File: src/rtl/ftf_pkg.sv
package ftf_pkg;
  parameter int LAYERS = 4;
  parameter int FIBERS = 16;
  parameter int EQS    = 32;
  parameter int BINS   = 4;

  localparam int FIB_W     = $clog2(FIBERS);
  localparam int BIN_W     = $clog2(BINS);
  localparam int EQ_AW     = $clog2(EQS);
  localparam int HIT_W     = LAYERS * FIBERS;
  localparam int MASK_LSB  = LAYERS * FIB_W;
  localparam int BIN_LSB   = MASK_LSB + LAYERS;
  localparam int VALID_BIT = BIN_LSB + BIN_W;
  localparam int ENTRY_W   = VALID_BIT + 1;

  // strobes from control to datapath
  typedef struct packed {
    logic           tableWe;
    logic [EQS-1:0] rowWe;
  } ftf_strobe_t;
endpackage

File: src/rtl/ftf_ctrl.sv
module ftf_ctrl
  import ftf_pkg::*;
(
  input  logic             wrEn,
  input  logic [EQ_AW-1:0] wrAddr,
  output ftf_strobe_t      strobe
);
  always_comb begin
    strobe.tableWe = wrEn;
    strobe.rowWe   = '0;
    for (int r = 0; r < EQS; r++) begin
      if (wrEn && (int'(wrAddr) == r)) strobe.rowWe[r] = 1'b1;
    end
  end
endmodule

File: src/rtl/ftf_eq_match.sv
module ftf_eq_match
  import ftf_pkg::*;
(
  input  logic [ENTRY_W-1:0] entry,
  input  logic [HIT_W-1:0]   hits,
  output logic               match
);
  logic [LAYERS-1:0] skipMask;
  logic [LAYERS-1:0] layerOk;

  assign skipMask = entry[MASK_LSB +: LAYERS];

  genvar l;
  generate
    for (l = 0; l < LAYERS; l++) begin : g_layer
      logic [FIBERS-1:0] layerHits;
      logic [FIB_W-1:0]  fiberSel;
      assign layerHits  = hits[l*FIBERS +: FIBERS];
      assign fiberSel   = entry[l*FIB_W +: FIB_W];
      assign layerOk[l] = skipMask[l] | layerHits[fiberSel];
    end
  endgenerate

  // an entry that skips every layer would fire on an empty crossing
  assign match = entry[VALID_BIT] & ~(&skipMask) & (&layerOk);
endmodule

File: src/rtl/ftf_datapath.sv
module ftf_datapath
  import ftf_pkg::*;
#(
  parameter int COUNT_W = 6
)(
  input  logic               clk,
  input  logic               rstN,
  input  ftf_strobe_t        strobe,
  input  logic [ENTRY_W-1:0] wrData,
  input  logic [HIT_W-1:0]   hitsIn,
  output logic [BINS-1:0]    binFound,
  output logic [COUNT_W-1:0] trackCount
);
  localparam int CNT_MAX = (1 << COUNT_W) - 1;

  logic [ENTRY_W-1:0] eqTable [EQS];
  logic [EQS-1:0]     matchNow;
  logic [EQS-1:0]     matchQ;
  logic [BINS-1:0]    binNow;
  logic [BINS-1:0]    binQ;
  logic [COUNT_W-1:0] countNext;

  // equation table
  always_ff @(posedge clk or negedge rstN) begin
    if (!rstN) begin
      for (int r = 0; r < EQS; r++) eqTable[r] <= '0;
    end else if (strobe.tableWe) begin
      for (int r = 0; r < EQS; r++) begin
        if (strobe.rowWe[r]) eqTable[r] <= wrData;
      end
    end
  end

  genvar r;
  generate
    for (r = 0; r < EQS; r++) begin : g_eq
      ftf_eq_match u_match (
        .entry (eqTable[r]),
        .hits  (hitsIn),
        .match (matchNow[r])
      );
    end
  endgenerate

  // bin tags are resolved in stage 1 so a write right behind a crossing cannot retag it
  always_comb begin
    binNow = '0;
    for (int e = 0; e < EQS; e++) begin
      if (matchNow[e]) binNow[eqTable[e][BIN_LSB +: BIN_W]] = 1'b1;
    end
  end

  always_ff @(posedge clk or negedge rstN) begin
    if (!rstN) begin
      matchQ <= '0;
      binQ   <= '0;
    end else begin
      matchQ <= matchNow;
      binQ   <= binNow;
    end
  end

  // stage 2: saturating population count
  always_comb begin
    int n;
    n = 0;
    for (int e = 0; e < EQS; e++) n += int'(matchQ[e]);
    if (n > CNT_MAX) n = CNT_MAX;
    countNext = COUNT_W'(n);
  end

  always_ff @(posedge clk or negedge rstN) begin
    if (!rstN) begin
      binFound   <= '0;
      trackCount <= '0;
    end else begin
      binFound   <= binQ;
      trackCount <= countNext;
    end
  end
endmodule

File: src/rtl/fiber_track_finder.sv
module fiber_track_finder
  import ftf_pkg::*;
#(
  parameter int COUNT_W = 6
)(
  input  logic               clk,
  input  logic               rstN,
  input  logic [HIT_W-1:0]   hitsIn,
  input  logic               wrEn,
  input  logic [EQ_AW-1:0]   wrAddr,
  input  logic [ENTRY_W-1:0] wrData,
  output logic [BINS-1:0]    binFound,
  output logic [COUNT_W-1:0] trackCount
);
  ftf_strobe_t strobe;

  ftf_ctrl u_ctrl (
    .wrEn   (wrEn),
    .wrAddr (wrAddr),
    .strobe (strobe)
  );

  ftf_datapath #(.COUNT_W(COUNT_W)) u_dp (
    .clk        (clk),
    .rstN       (rstN),
    .strobe     (strobe),
    .wrData     (wrData),
    .hitsIn     (hitsIn),
    .binFound   (binFound),
    .trackCount (trackCount)
  );
endmodule

File: config.mk
export PLATFORM = sky130hd
export DESIGN_NAME = fiber_track_finder
export DESIGN_NICKNAME = d
export VERILOG_FILES = /design/src/rtl/ftf_pkg.sv /design/src/rtl/ftf_ctrl.sv /design/src/rtl/ftf_eq_match.sv /design/src/rtl/ftf_datapath.sv /design/src/rtl/fiber_track_finder.sv
export SDC_FILE = /design/constraint.sdc
export NUM_CORES = 2
export LEC_CHECK = 0
export ABC_AREA = 1
export ABC_CLOCK_PERIOD_IN_PS = 4800
export BUFFER_PORTS_ARGS = -buffer_cell sky130_fd_sc_hd__buf_2
export CAP_MARGIN = 20
export CORE_MARGIN = 1
export CORE_UTILIZATION = 30
export DETAILED_ROUTE_END_ITERATION = 10
export HOLD_SLACK_MARGIN = 0.05
export PLACE_DENSITY_LB_ADDON = 0.05
export SYNTH_ARGS = -nofsm -noshare
export SYNTH_HDL_FRONTEND = slang
export SYNTH_HIERARCHICAL = 1
export SYNTH_SLANG_ARGS = --single-unit
export TNS_END_PERCENT = 10
File: constraint.sdc
create_clock -name clk -period 4.8 [get_ports clk]
set_clock_uncertainty 0.2 [all_clocks]
set_input_delay 0.72 -clock clk [delete_from_list [all_inputs] [get_ports clk]]
set_output_delay 0.72 -clock clk [all_outputs]
set_load 0.01 [all_outputs]
## Yosys cells after proc, flatten, opt, wreduce, memory -nomap -nowiden

Cells that the tools add are included.

- Flip-flop bits (word level): 782
- Input bits: 95
- Output and inout bits: 10
- Logic and storage cells: 1,092

- Muxes and demuxes: 385
- Order comparisons: 193
- Bitwise gates (word level): 255
- Reduce and logical (&&, ||, !) cells: 161
- Eq/ne operators: 31
- Add/sub/neg operators: 31

Operators by type and width:

| operator | count |
|---|---|
| 32-bit by 2-bit adder with 32-bit output | 30 |
| 4-bit by 5-bit less-than comparator with 1-bit output, second input constant | 128 |
| 1-bit binary-select mux with 4-bit select | 128 |
| 4-bit AND reduction | 64 |
| 1-bit two-way mux | 192 |
| 4-bit two-way mux | 32 |
| 1-bit bitwise OR | 128 |
| 4-bit bitwise OR | 31 |
| 2-bit by 3-bit less-than comparator with 1-bit output, second input constant | 32 |
| 5-bit equality test, second input constant | 16 |
| 1-bit bitwise AND | 64 |
| 1-bit demux with 2-bit select | 32 |
| 2-bit by 1-bit >= comparator with 1-bit output, second input constant | 32 |
| 1-bit logical AND | 64 |
| 2-bit AND reduction | 32 |
| 5-bit by 4-bit equality test with 1-bit output, second input constant | 8 |
| 32-bit by 7-bit greater-than comparator with 1-bit output, second input constant | 1 |
| 1-bit NOT | 32 |
| 5-bit by 3-bit equality test with 1-bit output, second input constant | 4 |
| 5-bit by 2-bit equality test with 1-bit output, second input constant | 2 |
| 6-bit two-way mux | 1 |
| 5-bit by 1-bit equality test with 1-bit output, second input constant | 1 |
| 5-bit logical NOT | 1 |
| 1-bit by 1-bit adder with 2-bit output | 1 |

## Depth between registers and ports, before layout

- Depth in word-level cells: 68
- Depth in mapped cells: 16
- Gate-level depth less buffers: 16

## Modules after synthesis

Netlist, hierarchy kept.

By module, submodules not included:

| module | times used | area an instance (sq um) | sequential area each (sq um) | cells each |
|---|---|---|---|---|
| ftf_datapath | 1 | 29,876.2 | 19,568.8 | 2,897 |
| ftf_eq_match (u_dp.g_eq[18].u_match ...) | 23 | 763.2 | 0.0 | 170 |
| ftf_eq_match (u_dp.g_eq[0].u_match ...) | 8 | 759.5 | 0.0 | 170 |
| ftf_eq_match (u_dp.g_eq[17].u_match) | 1 | 774.5 | 0.0 | 170 |
| ftf_ctrl | 1 | 274.0 | 0.0 | 68 |

## Least setup slack after synthesis

OpenSTA, ideal clock, no wires.

- Path kind: reg2reg
- From: register u_dp.matchQ[17]
- To: register u_dp.trackCount[4]
- Arrival: 4,397 ps
- Setup slack: 72 ps
- Required time: 4,469 ps
- Period minus slack after synthesis: 4,728 ps
- Setup time: 131 ps
- Stages on the path, launching flop included: 16
- Path through: dfrtp_1 fa_1 inv_1 fa_1 inv_1 fa_1 inv_1 fa_1 fa_1 fa_1 inv_1 ha_1 fa_1 a21oi_1 o21ai_0 xor2_1

- Cells in the longest elaborated chain, start to end: 17

RTL lines:

| what | RTL line | source |
|---|---|---|
| start: declaration | ftf_datapath.sv:18 | `logic [EQS-1:0] matchQ;` |
| start signal: assignment | ftf_datapath.sv:58 | `matchQ <= matchNow;` |
| 32-bit by 2-bit adder with 32-bit output * (15 in a row) | ftf_datapath.sv:67 | `for (int e = 0; e < EQS; e++) n += int'(matchQ[e]);` |
| 32-bit by 7-bit greater-than comparator with 1-bit output | ftf_datapath.sv:68 | `if (n > CNT_MAX) n = CNT_MAX;` |
| 6-bit two-way mux * | ftf_datapath.sv:68 |  |
| net u_dp.countNext[4] | ftf_datapath.sv:21 | `logic [COUNT_W-1:0] countNext;` |
| end signal: assignment | ftf_datapath.sv:78 | `trackCount <= countNext;` |
| end: declaration | ftf_datapath.sv:12 | `output logic [COUNT_W-1:0] trackCount` |

Mark *: on every way through the listed nets, which the timed path passes. The rest lies on a longest branch.
A chain may end at the register's enable or synchronous reset.

## Worst setup path in the final report

Same ends and word-level chain as after synthesis.

==> results.toml <==
[place]
dp_cells = 10700
gp_congestion = 0.889
place_area_um2 = 57200
numPortBuffers = 104
place_hpwl_um = 165000

[detailed_routing]
routed_wl_um = 252000
detail_route.iter0.violations = 5317
num_vias = 55700
route.antenna.remaining_nets = 0
drt-pass1-iter-count = 9
wire_per_inst_um = 23.1
drc = 2
via_per_inst = 5.08

[cells_and_area]
regArea_um2 = 19600
final_area_um2 = 60900
final_cell_mix = "nand2_1 (2868), nand3_1 (1356), inv_1 (1004), o21ai_0 (869), dfrtp_1 (782)"
fillers = 19700
multiInputGateArea_um2 = 27700
final_common_cell = "nand2_1"
drive_gt1_share_pct = 8.00
nNetsFinal = 8613
syn2layout_area_growth_pct = 11.6
final_cells = 11000
fin_util_pct = 33.7

[setup_path]
cp-start-kind = "register"
slowest_delay_ns = 0.53
cp_cell_sequence = "fa_1, inv_1, fa_1, inv_1, fa_1, inv_1, fa_1, fa_1, fa_1, inv_1, ha_2, fa_2, a21oi_2, o21ai_1, xor2_1"
critPathMaxFanout = 2
crit_slowest_cell = "fa_1"
critical_path_class = "reg2reg"
critPathRequiredTime_ns = 5.23
cp.arrival_ns = 5.10
end_kind = "register"
crit_top_cell = "fa_1"

[clock_tree]
cts.path.max_buffers = 3
cts.clk_slew.worst_paths_ns = 0.06
post-cts-setup-buffers = 0
root_buffer = "clkbuf_16"
cts.htree.levels = 3
cts_tree = "built"
clkSinkCount = 782
insertion_delay_ns = 0.76
cts_made_buffers = 105

[power]
p_int_mw = 14.4
p_leak_nw = 30.0
p_switching_mw = 8.79
vdd_ir_drop_max_v = 0.000279
p_seq_share_pct = 37.7
p_comb_share_pct = 25.9
p_sw_share_pct = 37.9
clockPowerShare_pct = 36.5
pwr_density_cell_nw_per_um2 = 382

[sta]
tightest_slew_ns = 1.18
rsz0062_at_grt = "yes"
slew_headroom_pct = 21.5
max_freq_mhz = 214
drv_slew = 0
whs_ns = 0.154
hold_viol = 0
period_needed_ns = 4.67
period_share_pct = 97.2
setup_viol = 0

[outcome]
violations = "DRC"
status = "finished, violations left"

[synth]
syn-cell-area_um2 = 54600
yosysWarnings = 6
syn_nets = 8531
yosysTopAreaCellShare_pct = 35.9
synth.area.top_cells = "dfrtp_1 (36%), nand2_1 (20%), nand3_1 (12%), o21ai_0 (8.0%), inv_1 (6.9%)"
ys_types = 27
synthCells = 8405
synth_edf_count = 0
syn_area_per_cell_um2 = 6.49
ys_seq_elements = 782
ys_async_sr_fraction_pct = 100
ys_seq_area_share_pct = 35.9
yosys.area.top_type = "dfrtp_1"
yosys_most_used_dff = "dfrtp_1"

[die]
io_pins = 105
dieArea_um2 = 184000
start_util_pct = 30.2
chipWidth_um = 428
die_h_um = 428
num_rows = 156
coreArea_um2 = 181000

[global_route]
grt_max_degree = 93
antenna_found_initial = 9
grt_usage_pct = 26.9
overflow = 0
grt_first_pass_wirelength_um = 363000
grt_pass1_vias = 51300

[run]
cap_violations = 0

[hold_path]
hold_path_class = "reg2reg"
-- critical path: cells and delay by family, from the launching register on --
family / cells / cell delay [ns]
adder cells (fa/ha/maj): 8 / 3.43
flip-flops: 1 / 0.39
XOR/XNOR: 1 / 0.14
buffers and inverters: 4 / 0.19
AO/OA/AOI/OAI: 2 / 0.20
-- registers in the layout (all words and copies together) (netlist names) --
name	count
u_dp/binQ	4
u_dp/binFound	4
u_dp/trackCount	6
u_dp/matchQ	32
u_dp/eqTable	736
-- metrics by stage --
stage	TNS [ns]	power [mW]	worst slack, ns
floorplan	0	12.3	0.0724
global placement	-0.156	14.8	-0.149
detailed placement	-0.0458	14.8	-0.0458
CTS	0	23.4	0.0347
global route	-0.0390	24.5	-0.0390
finish	0	23.2	0.133
-- path summary, 6_finish.rpt --
check / slack [ns] / depth (start not counted) / end / from
worst max-delay path: 0.13 / 15 / u_dp/trackCount[4]$_DFF_PN0_ / u_dp/matchQ[17]$_DFF_PN0_
worst min-delay path: 0.15 / 0 / u_dp/binFound[2]$_DFF_PN0_ / u_dp/binQ[2]$_DFF_PN0_
worst max register to register: 0.13 / 15 / u_dp/trackCount[4]$_DFF_PN0_ / u_dp/matchQ[17]$_DFF_PN0_
worst min register to register: 0.15 / 0 / u_dp/binFound[2]$_DFF_PN0_ / u_dp/binQ[2]$_DFF_PN0_
max in group asynchronous: 2.85 / 3 / u_dp/eqTable[664]$_DFFE_PN0P_ / rstN
min in group asynchronous: 0.42 / 2 / u_dp/eqTable[27]$_DFFE_PN0P_ / rstN
-- routing by layer --
metal	vias to the layer above	GRT usage, %	wire length, um
met4	2	9.47	9340
met2	1822	43.1	114000
met3	362	4.07	16100
met1	26500	36.5	113000
met5	-	0.859	231
li1	27000	-	-
-- timing repair --
item	4_1_cts	5_1_grt
cloned	0	0
endpoints found under the hold margin	58	0
hold buffers	1	0
pin swaps	0	3
setup endpoints to repair	1	2
gates resized for setup	2	2
-- power by group through the flow --
stage / clock network [mW] / registers, mW / logic, mW
floorplan: 0 / 8.11 / 4.22
global placement: 0 / 8.84 / 5.93
detailed placement: 0 / 8.85 / 5.96
CTS: 8.68 / 8.73 / 5.98
global route: 8.89 / 8.90 / 6.72
finish: 8.47 / 8.75 / 6.01
-- cells by family (layout without fill, tap and decap cells) --
group | Yosys count | in the layout | synth area share [%]
compound gates | 1200 | 1200 | 11.6
xor+xnor | 2 | 2 | 0.0321
fa+ha+maj | 31 | 31 | 1.04
buf+inv | 1434 | 1605 | 13.3
flops | 782 | 782 | 35.9
other cells | 0 | 4 | 0
simple gates | 4956 | 4956 | 38.1
-- Yosys cell counts (32+ instances only) --
library cell	count
nand2_1	2868
clkbuf_2	35
nand3_1	1356
nor2_2	55
nand3b_1	32
dfrtp_1	782
inv_1	1005
o211ai_1	83
buf_6	180
o21ai_1	176
clkbuf_1	75
inv_4	40
o21ai_0	870
inv_6	55
nor2_1	612
o21a_1	32
buf_2	36
-- final cells by class --
class / count / share of cell area (%)
antenna: 4 / 0.0164
clock buffer: 148 / 4.99
clock inverter: 48 / 0.981
inverter: 1100 / 7.40
multi-input combinational: 6189 / 45.6
sequential: 782 / 32.2
tap: 2370 / 4.87
timing repair buffer: 309 / 4.02
No activity file was read; power rests on OpenSTA's default activity.
